--- src/rtl/hash_align_pkg.sv ---
package hash_align_pkg;

  typedef enum logic [1:0] {
    ST_IDLE,
    ST_FILL,
    ST_FLUSH,
    ST_RELOAD
  } alignState_e;

  typedef struct packed {
    logic clrAll;        // new message: clear counter and staging
    logic armCredit;     // forwarding update starts: credit to initial value
    logic putByte;       // take the byte on the input into staging
    logic emitWord;      // push one staged word to the core
    logic reloadCredit;  // credit exhausted: sample the free-space field
    logic clrFill;       // whole block flushed: staging empty
  } alignStrobe_t;

endpackage

--- src/rtl/hash_align_ctrl.sv ---
module hash_align_ctrl
  import hash_align_pkg::*;
#(
  parameter int LEN_W       = 16,
  parameter int BLOCK_BYTES = 64,
  parameter int FILL_W      = 7,
  parameter int WIDX_W      = 4
) (
  input  logic              clk,
  input  logic              rstN,
  input  logic              initPulse,
  input  logic              updStart,
  input  logic [LEN_W-1:0]  updLen,
  input  logic              inValid,
  input  logic [FILL_W-1:0] fill,
  input  logic              creditZero,
  output alignStrobe_t      strb,
  output logic [WIDX_W-1:0] wordIdx,
  output logic              inReady,
  output logic              coreEn,
  output logic              updDone,
  output logic              updErr
);

  localparam int SUM_W = LEN_W + 1;
  localparam int SHIFT = $clog2(BLOCK_BYTES);
  localparam int BLK_W = SUM_W - SHIFT;
  localparam logic [WIDX_W-1:0] LAST_IDX = WIDX_W'(BLOCK_BYTES / 4 - 1);
  localparam logic [FILL_W-1:0] FULL_M1  = FILL_W'(BLOCK_BYTES - 1);

  alignState_e      state, nextState;
  logic [LEN_W-1:0] remaining;
  logic [BLK_W-1:0] blkLeft;   // whole blocks still to forward in this update
  logic [SUM_W-1:0] total;
  logic isIdle, doneNext, errNext, finish, lastWord, opening;

  assign isIdle   = (state == ST_IDLE);
  assign total    = {1'b0, updLen} + SUM_W'(fill);
  assign lastWord = (wordIdx == LAST_IDX);
  assign inReady  = (state == ST_FILL);
  assign opening  = isIdle && (nextState == ST_FILL);

  always_comb begin
    strb      = '0;
    nextState = state;
    doneNext  = 1'b0;
    errNext   = 1'b0;
    finish    = 1'b0;
    unique case (state)
      ST_IDLE: begin
        strb.clrAll = initPulse;
        if (updStart) begin
          if (updLen == '0) begin
            doneNext = 1'b1;
          end else if (total[LEN_W]) begin
            errNext = 1'b1;
          end else begin
            nextState      = ST_FILL;
            strb.armCredit = (total >= SUM_W'(BLOCK_BYTES));
          end
        end
      end
      ST_FILL: begin
        if (inValid) begin
          strb.putByte = 1'b1;
          if (fill == FULL_M1) nextState = ST_FLUSH;
          else if (remaining == LEN_W'(1)) finish = 1'b1;
        end
      end
      ST_FLUSH: begin
        if (creditZero) begin
          nextState = ST_RELOAD;
        end else begin
          strb.emitWord = 1'b1;
          if (lastWord) begin
            strb.clrFill = 1'b1;
            if (remaining == '0) finish = 1'b1;
            else nextState = ST_FILL;
          end
        end
      end
      ST_RELOAD: begin
        strb.reloadCredit = 1'b1;
        nextState         = ST_FLUSH;
      end
      default: nextState = ST_IDLE;
    endcase
    if (finish) begin
      nextState = ST_IDLE;
      doneNext  = 1'b1;
    end
  end

  always_ff @(posedge clk or negedge rstN) begin
    if (!rstN) begin
      state     <= ST_IDLE;
      remaining <= '0;
      blkLeft   <= '0;
      wordIdx   <= '0;
      coreEn    <= 1'b0;
      updDone   <= 1'b0;
      updErr    <= 1'b0;
    end else begin
      state   <= nextState;
      updDone <= doneNext;
      updErr  <= errNext;
      if (opening) begin
        remaining <= updLen;
        blkLeft   <= BLK_W'(total >> SHIFT);
        coreEn    <= strb.armCredit;
        wordIdx   <= '0;
      end
      if (strb.putByte) remaining <= remaining - 1'b1;
      if (strb.emitWord) begin
        wordIdx <= wordIdx + 1'b1;
        if (lastWord) blkLeft <= blkLeft - 1'b1;
      end
      if (finish) coreEn <= 1'b0;
    end
  end

endmodule

--- src/rtl/hash_align_dp.sv ---
module hash_align_dp
  import hash_align_pkg::*;
#(
  parameter int BLOCK_BYTES = 64,
  parameter int SPACE_W     = 6,
  parameter int CREDIT_INIT = 32,
  parameter int FILL_W      = 7,
  parameter int WIDX_W      = 4
) (
  input  logic               clk,
  input  logic               rstN,
  input  alignStrobe_t       strb,
  input  logic [7:0]         inByte,
  input  logic [WIDX_W-1:0]  wordIdx,
  input  logic [SPACE_W-1:0] fifoSpace,
  output logic [FILL_W-1:0]  fill,
  output logic               creditZero,
  output logic               wordValid,
  output logic [31:0]        wordData,
  output logic [63:0]        byteCount
);

  localparam int BLOCK_WORDS = BLOCK_BYTES / 4;
  localparam int IDX_W       = $clog2(BLOCK_BYTES);

  logic [7:0]         stage    [BLOCK_BYTES];
  logic [31:0]        wordView [BLOCK_WORDS];
  logic [SPACE_W-1:0] credit;

  // little-endian packing: earliest byte lands in the low lane
  for (genvar w = 0; w < BLOCK_WORDS; w++) begin : gWord
    assign wordView[w] = {stage[4*w+3], stage[4*w+2], stage[4*w+1], stage[4*w]};
  end

  assign creditZero = (credit == '0);

  always_ff @(posedge clk) begin
    if (strb.putByte) stage[fill[IDX_W-1:0]] <= inByte;
  end

  always_ff @(posedge clk or negedge rstN) begin
    if (!rstN) begin
      fill      <= '0;
      credit    <= '0;
      byteCount <= '0;
      wordValid <= 1'b0;
      wordData  <= '0;
    end else begin
      if (strb.clrAll || strb.clrFill) fill <= '0;
      else if (strb.putByte)           fill <= fill + 1'b1;

      if (strb.armCredit)         credit <= SPACE_W'(CREDIT_INIT);
      else if (strb.reloadCredit) credit <= fifoSpace;
      else if (strb.emitWord)     credit <= credit - 1'b1;

      if (strb.clrAll)        byteCount <= '0;
      else if (strb.emitWord) byteCount <= byteCount + 64'd4;

      wordValid <= strb.emitWord;
      if (strb.emitWord) wordData <= wordView[wordIdx];
    end
  end

endmodule

--- src/rtl/hash_block_aligner.sv ---
module hash_block_aligner
  import hash_align_pkg::*;
#(
  parameter int LEN_W       = 16,
  parameter int BLOCK_BYTES = 64,
  parameter int SPACE_W     = 6,
  parameter int CREDIT_INIT = 32
) (
  input  logic               clk,
  input  logic               rstN,
  input  logic               initPulse,
  input  logic               updStart,
  input  logic [LEN_W-1:0]   updLen,
  input  logic               inValid,
  input  logic [7:0]         inByte,
  output logic               inReady,
  input  logic [SPACE_W-1:0] fifoSpace,
  output logic               coreEn,
  output logic               wordValid,
  output logic [31:0]        wordData,
  output logic [63:0]        byteCount,
  output logic               updDone,
  output logic               updErr
);

  localparam int FILL_W = $clog2(BLOCK_BYTES + 1);
  localparam int WIDX_W = $clog2(BLOCK_BYTES / 4);

  alignStrobe_t      strb;
  logic [FILL_W-1:0] fill;
  logic [WIDX_W-1:0] wordIdx;
  logic              creditZero;

  hash_align_ctrl #(
    .LEN_W(LEN_W), .BLOCK_BYTES(BLOCK_BYTES), .FILL_W(FILL_W), .WIDX_W(WIDX_W)
  ) uCtrl (
    .clk(clk), .rstN(rstN), .initPulse(initPulse), .updStart(updStart),
    .updLen(updLen), .inValid(inValid), .fill(fill), .creditZero(creditZero),
    .strb(strb), .wordIdx(wordIdx), .inReady(inReady), .coreEn(coreEn),
    .updDone(updDone), .updErr(updErr)
  );

  hash_align_dp #(
    .BLOCK_BYTES(BLOCK_BYTES), .SPACE_W(SPACE_W), .CREDIT_INIT(CREDIT_INIT),
    .FILL_W(FILL_W), .WIDX_W(WIDX_W)
  ) uDp (
    .clk(clk), .rstN(rstN), .strb(strb), .inByte(inByte), .wordIdx(wordIdx),
    .fifoSpace(fifoSpace), .fill(fill), .creditZero(creditZero),
    .wordValid(wordValid), .wordData(wordData), .byteCount(byteCount)
  );

endmodule

--- config.mk ---
export PLATFORM = sky130hd
export DESIGN_NAME = hash_block_aligner
export DESIGN_NICKNAME = d
export VERILOG_FILES = /design/src/rtl/hash_align_pkg.sv /design/src/rtl/hash_align_ctrl.sv /design/src/rtl/hash_align_dp.sv /design/src/rtl/hash_block_aligner.sv
export SDC_FILE = /design/constraint.sdc
export NUM_CORES = 1
export LEC_CHECK = 0
export ABC_AREA = 0
export CELL_PAD_IN_SITES_DETAIL_PLACEMENT = 1
export CELL_PAD_IN_SITES_GLOBAL_PLACEMENT = 1
export CORE_ASPECT_RATIO = 1.25
export CORE_MARGIN = 2
export CORE_UTILIZATION = 45
export CTS_CLUSTER_SIZE = 28
export DETAILED_ROUTE_END_ITERATION = 7
export GPL_TIMING_DRIVEN = 0
export HOLD_SLACK_MARGIN = 0.1
export PLACE_DENSITY = 0.76
export REMOVE_ABC_BUFFERS = 1
export SYNTH_ARGS = -nofsm -noshare
export SYNTH_HDL_FRONTEND = slang
export SYNTH_HIERARCHICAL = 1
export SYNTH_SLANG_ARGS = --single-unit
--- constraint.sdc ---
create_clock -name clk -period 8.9 [get_ports clk]
set_input_delay 0.89 -clock clk [delete_from_list [all_inputs] [get_ports clk]]
set_output_delay 0.89 -clock clk [all_outputs]
set_load 0.02 [all_outputs]
== Word level (Yosys, flattened, before mapping) ==
Memories as Yosys holds them, arrays and structs flattened.
Index checks and enable logic that the tools add are counted.
Storage, ports and cells
  bits in registers: 135
  RAM bits: 512
  output and inout port bits: 101
  logic and storage cells: 95
  memories: 1
Cells by class
  $add $sub $neg: 6
  $lt $le $gt $ge: 2
  equality and inequality tests: 7
  multiplexer cells: 55
  bitwise logic cells: 1
  reduce and logical (&&, ||, !) cells: 12
Memory list
  uDp.stage: depth 64, width 8, read ports 64, clocked after memory_dff 0, wr ports 1, RTL line hash_align_dp.sv:26  | logic [7:0] stage [BLOCK_BYTES];
Operators by type and width (number)
  32-bit binary-select mux with 4-bit select: 1
  64-bit two-way mux: 2
  64-bit by 3-bit adder with 64-bit output, second input constant: 1
  32-bit two-way mux: 2
  16-bit logical NOT: 2
  16-bit two-way mux: 2
  1-bit two-way mux: 29
  2-bit two-way mux: 10
  6-bit two-way mux: 3
  16-bit by 7-bit adder with 17-bit output: 1
  17-bit by 7-bit >= comparator with 1-bit output, second input constant: 1
  16-bit by 1-bit equality test with 1-bit output, second input constant: 1
  16-bit by 1-bit subtractor with 16-bit output, second input constant: 1
  7-bit two-way mux: 2
  2-bit nonzero test: 5
  4-bit two-way mux: 2
  2-bit one-hot mux with 4 select lines: 1
  7-bit by 1-bit adder with 7-bit output, second input constant: 1
  7-bit by 6-bit equality test with 1-bit output, second input constant: 1
  6-bit logical NOT: 1
  6-bit by 1-bit subtractor with 6-bit output, second input constant: 1
  5-bit >= comparator, second input constant: 1
  4-bit inverter with 5-bit output: 1
  4-bit by 1-bit adder with 4-bit output, second input constant: 1
  8 further kinds: 10

== Logic depth before layout (Yosys ltp) ==
  word-level depth: 10
  depth in mapped cells: 15
  gate-level depth less buffers: 11

== By module ==
Netlist, hierarchy kept.
By module, submodules not included
  hash_align_dp: times used 1, cells an instance 1382, area an instance 24806.3 um^2
  hash_align_ctrl: times used 1, cells an instance 242, area an instance 2009.4 um^2

== Worst setup path after synthesis ==
OpenSTA, ideal clock, no wires.
  path kind: input to register
  start: in updLen[0]
  end: reg uCtrl.remaining[6]
  data arrival time: 2.923 ns
  setup slack: 5.850 ns
  stages: 8
  path buffers: 0
  cells stage by stage: ha_1 fa_1 a211oi_1 o21ai_0 a32oi_1 nand4_1 and3_1 a221o_1
Between the ends
  cells in the longest elaborated chain, start to end: 9
  elaborated cells on any way between the ends: 10
  classes of those cells: add/sub: 1; eq/ne: 1; mux: 5; reduce/logical: 3
Ends and longest elaborated chain
  from (decl): RTL line hash_block_aligner.sv:13  | input logic [LEN_W-1:0] updLen,
  16-bit by 7-bit adder with 17-bit output: RTL line hash_align_ctrl.sv:38  | assign total = {1'b0, updLen} + SUM_W'(fill);
  2-bit two-way mux: RTL line hash_align_ctrl.sv:55  | end else if (total[LEN_W]) begin
  2-bit two-way mux (*): RTL line hash_align_ctrl.sv:53  | if (updLen == '0) begin
  2-bit two-way mux (*): RTL line hash_align_ctrl.sv:52  | if (updStart) begin
  2-bit one-hot mux with 4 select lines (*): RTL line hash_align_ctrl.sv:49  | unique case (state)
  2-bit two-way mux (*): RTL line hash_align_ctrl.sv:88  | if (finish) begin
  2-bit by 1-bit equality test with 1-bit output (*): RTL line hash_align_ctrl.sv:41  | assign opening = isIdle && (nextState == ST_FILL);
  1-bit logical AND (*): RTL line hash_align_ctrl.sv:41
  2-bit nonzero test (no line) (*)
  to (signal assigned): RTL line hash_align_ctrl.sv:108  | remaining <= updLen;
  to (signal assigned): RTL line hash_align_ctrl.sv:113  | if (strb.putByte) remaining <= remaining - 1'b1;
  to (decl): RTL line hash_align_ctrl.sv:32  | logic [LEN_W-1:0] remaining;
Every way passes the cells marked *; elsewhere a longest branch is shown, timed or not.
A chain may end at the register's enable or synchronous reset.

==> impl_metrics.json <==
{
  "tritoncts": "yes",
  "nFillCells": 5473,
  "cts.sinks": 645,
  "area_growth_pct": 17.4,
  "fin_skew_ns": 0.0204,
  "maxSlewViolCount": 0,
  "reg2reg_to": "uDp/byteCount[53]",
  "synth.distinct_cells": 66,
  "worst_pin_slew_ns": 1.34,
  "ir_drop_uv": 135,
  "insertion_delay_ns": 0.60,
  "multi_input_area_um2": 7700,
  "rr_worst_depth": 12,
  "period_needed_ns": 4.54,
  "firstDrtPassIters": 5,
  "via_per_inst": 5.95,
  "path_class": "reg2reg",
  "arrival_ns": 5.05,
  "synth-seq-cells": 645,
  "power_mw": 8.73,
  "syn-cell-area_um2": 26800,
  "wl_per_cell_um": 26.2,
  "crit_end": "uDp/byteCount[53]",
  "drc": 0,
  "fmax_mhz": 220,
  "nNetsFinal": 1813,
  "die_w_um": 222,
  "synth_most_common_cell": "edfxtp_1",
  "antenna_found_initial": 0,
  "drv_cap": 0,
  "via_count": 15300,
  "setup.worst_path.start_class": "flip-flop",
  "first_global_vias": 16700,
  "htreeDepth": 3,
  "reg2reg_from": "uDp/credit[0]",
  "clk_pin_slew_worst_paths_ns": 0.06,
  "netlist_instances": 1624,
  "regToRegSetupSlack_ns": 4.36,
  "clockBufferDepth": 3,
  "grt_first_pass_wirelength_um": 104000,
  "place_congestion": 0.799,
  "crit_required_ns": 9.41,
  "fin_cells": 2576,
  "synthTopCellsByArea": "edfxtp_1 57%, dfrtp_1 12%, mux4_2 11%",
  "diodes": 0,
  "holdBufCountCts": 0,
  "cts-resized-gates": 0,
  "dp_cells": 2456,
  "die_area_um2": 61600,
  "yosys_warnings": 6,
  "drive_gt1_share_pct": 16.0,
  "final.setup.tns_ns": 0,
  "grt-busiest-layer": "met2",
  "preCtsSetupSlack_ns": 4.25,
  "async_flop_share_pct": 20.6,
  "wl_um": 67600,
  "grtUsageMet3_pct": 3.31,
  "path_max_fanout": 31,
  "crit_path_end_kind": "flip-flop",
  "hold_violations": 0,
  "grt_overflow": 0,
  "die_height_um": 277,
  "synth_top_cell_by_area": "edfxtp_1",
  "critPathLaunch": "uDp/credit[0]",
  "core_area_um2": 59300,
  "port_buffers": 133,
  "setup_viol": 0,
  "syn-mean-instance-area_um2": 16.5,
  "grt_max_degree": 78,
  "ys_seq_area_share_pct": 69.7,
  "synth_top_cell_area_share_pct": 57.3,
  "rsz0062_at_grt": "false",
  "track_usage_pct": 22.3,
  "period_share_pct": 51.0,
  "status": "complete, no violations",
  "synth_edf_count": 512,
  "pin_count": 136,
  "cts_root_buf": "clkbuf_16",
  "cts_buffers": 66,
  "grtUsageMet2_pct": 39.4,
  "grt_use_met1_pct": 27.6,
  "synthTopCellsByCount": "512 x edfxtp_1, 136 x nor2_1, 133 x dfrtp_1, 128 x mux4_2, 71 x mux2i_1",
  "leakage_nw": 10.3,
  "synth_top_flop_cell": "edfxtp_1",
  "powerDensity_nw_per_um2": 277,
  "setup_slack_ns": 4.36,
  "hpwl_um": 42300,
  "drtIter0Drc": 1205,
  "antenna_left": 0,
  "std_cell_rows": 100,
  "hold_class": "in2async",
  "regArea_um2": 18700,
  "hold-worst-slack_ns": 0.273,
  "post_cts_buffers": 0,
  "initial_core_util_pct": 45.2,
  "relSlewSlack_pct": 10.3
}
logic make-up (layout without fill, tap and decap cells):
group,count (synthesis),in the layout,synth area share (%)
AOI/OAI and AO/OA,171,171,4.37
xor gates and xnor gates,41,41,1.34
adders and majority gates,19,19,0.915
buffers and inverters,107,293,1.66
DFF,645,645,69.7
muxes,199,199,13.4
other,1,2,0.0140
and+or+nand+nor,441,441,8.56
report_power, final:
group / internal (mW) / leakage [nW] / total [mW] / switching, mW
registers: 3.42 / 6.34 / 3.64 / 0.223
logic: 1.00 / 2.86 / 2.15 / 1.14
clock network: 1.77 / 1.11 / 2.94 / 1.17
worst max-delay path, stage by stage (launching register included):
cell      delay [ns]
dfrtp_1         0.38
inv_1           0.08
ha_1            0.19
nand2_1         0.05
nor3_1          0.06
nand2b_1        0.28
inv_2           0.47
buf_12          0.28
nand4_1         0.20
nor4_2          0.55
nand4_1         0.94
or4_1           0.76
a21oi_1         0.18
flip-flops by register name, indices dropped and copies added, names as in the netlist:
name and cells:
uCtrl/coreEn 1, uCtrl/remaining 16, uCtrl/state 2, uCtrl/updDone 1, uCtrl/updErr 1, uCtrl/wordIdx 4
uDp/byteCount 62, uDp/credit 6, uDp/fill 7, uDp/stage 512, uDp/wordData 32, uDp/wordValid 1
worst min path at each step:
stage / startpoint / end / slack, ns / cells past startpoint
3_5_place_dp: uDp/wordData[15] / uDp/wordData[15] / 0.49 / 2
5_1_grt: rstN / uDp/byteCount[52] / 0.31 / 1
3_3_place_gp: uDp/wordData[25] / uDp/wordData[25] / 0.48 / 2
2_1_floorplan: uCtrl/wordIdx[3] / uCtrl/wordIdx[3] / 0.48 / 1
6_report: rstN / uDp/byteCount[52] / 0.27 / 1
4_1_cts: rstN / uDp/byteCount[52] / 0.29 / 1
stage by stage:
stage / cell area (µm²) / util (%)
final: 31500 / 53.1
after global routing: 31500 / 53.1
after CTS: 31500 / 53.1
after detailed placement: 29200 / 49.2
after global placement: 28700 / 48.5
after floorplan: 26500 / -
final cells by class:
cell class / count / area share [%]
flip-flops and latches: 645 / 59.4
well taps: 765 / 3.04
clock inverters: 35 / 1.45
clock buffers: 85 / 5.86
multi-input cells: 873 / 24.4
repair buffers: 153 / 5.53
inverters: 20 / 0.238
layout by cell type, fill, tap and decap left out, types with 25 or more instances in the layout:
cell type / Yosys / final
a21oi_1: 53 / 53
clkbuf_16: 0 / 69
clkdlybuf4s50_1: 0 / 124
dfrtp_1: 133 / 130
edfxtp_1: 512 / 512
mux2i_1: 71 / 71
mux4_2: 128 / 128
nand2_1: 63 / 62
nand2b_1: 42 / 41
nand3_1: 42 / 42
nand4_1: 28 / 28
nor2_1: 136 / 136
o21ai_0: 28 / 28
o221ai_1: 32 / 32
or4_1: 25 / 25
routing by layer:
layer	vias up	part of all wire [%]	routed length, µm
met2	458	53	35600
met3	134	4.6	3140
met4	0	3.6	2460
met5	-	0	0
met1	8065	39	26400
li1	6679	-	-
Power figures use the tool's default switching activity.
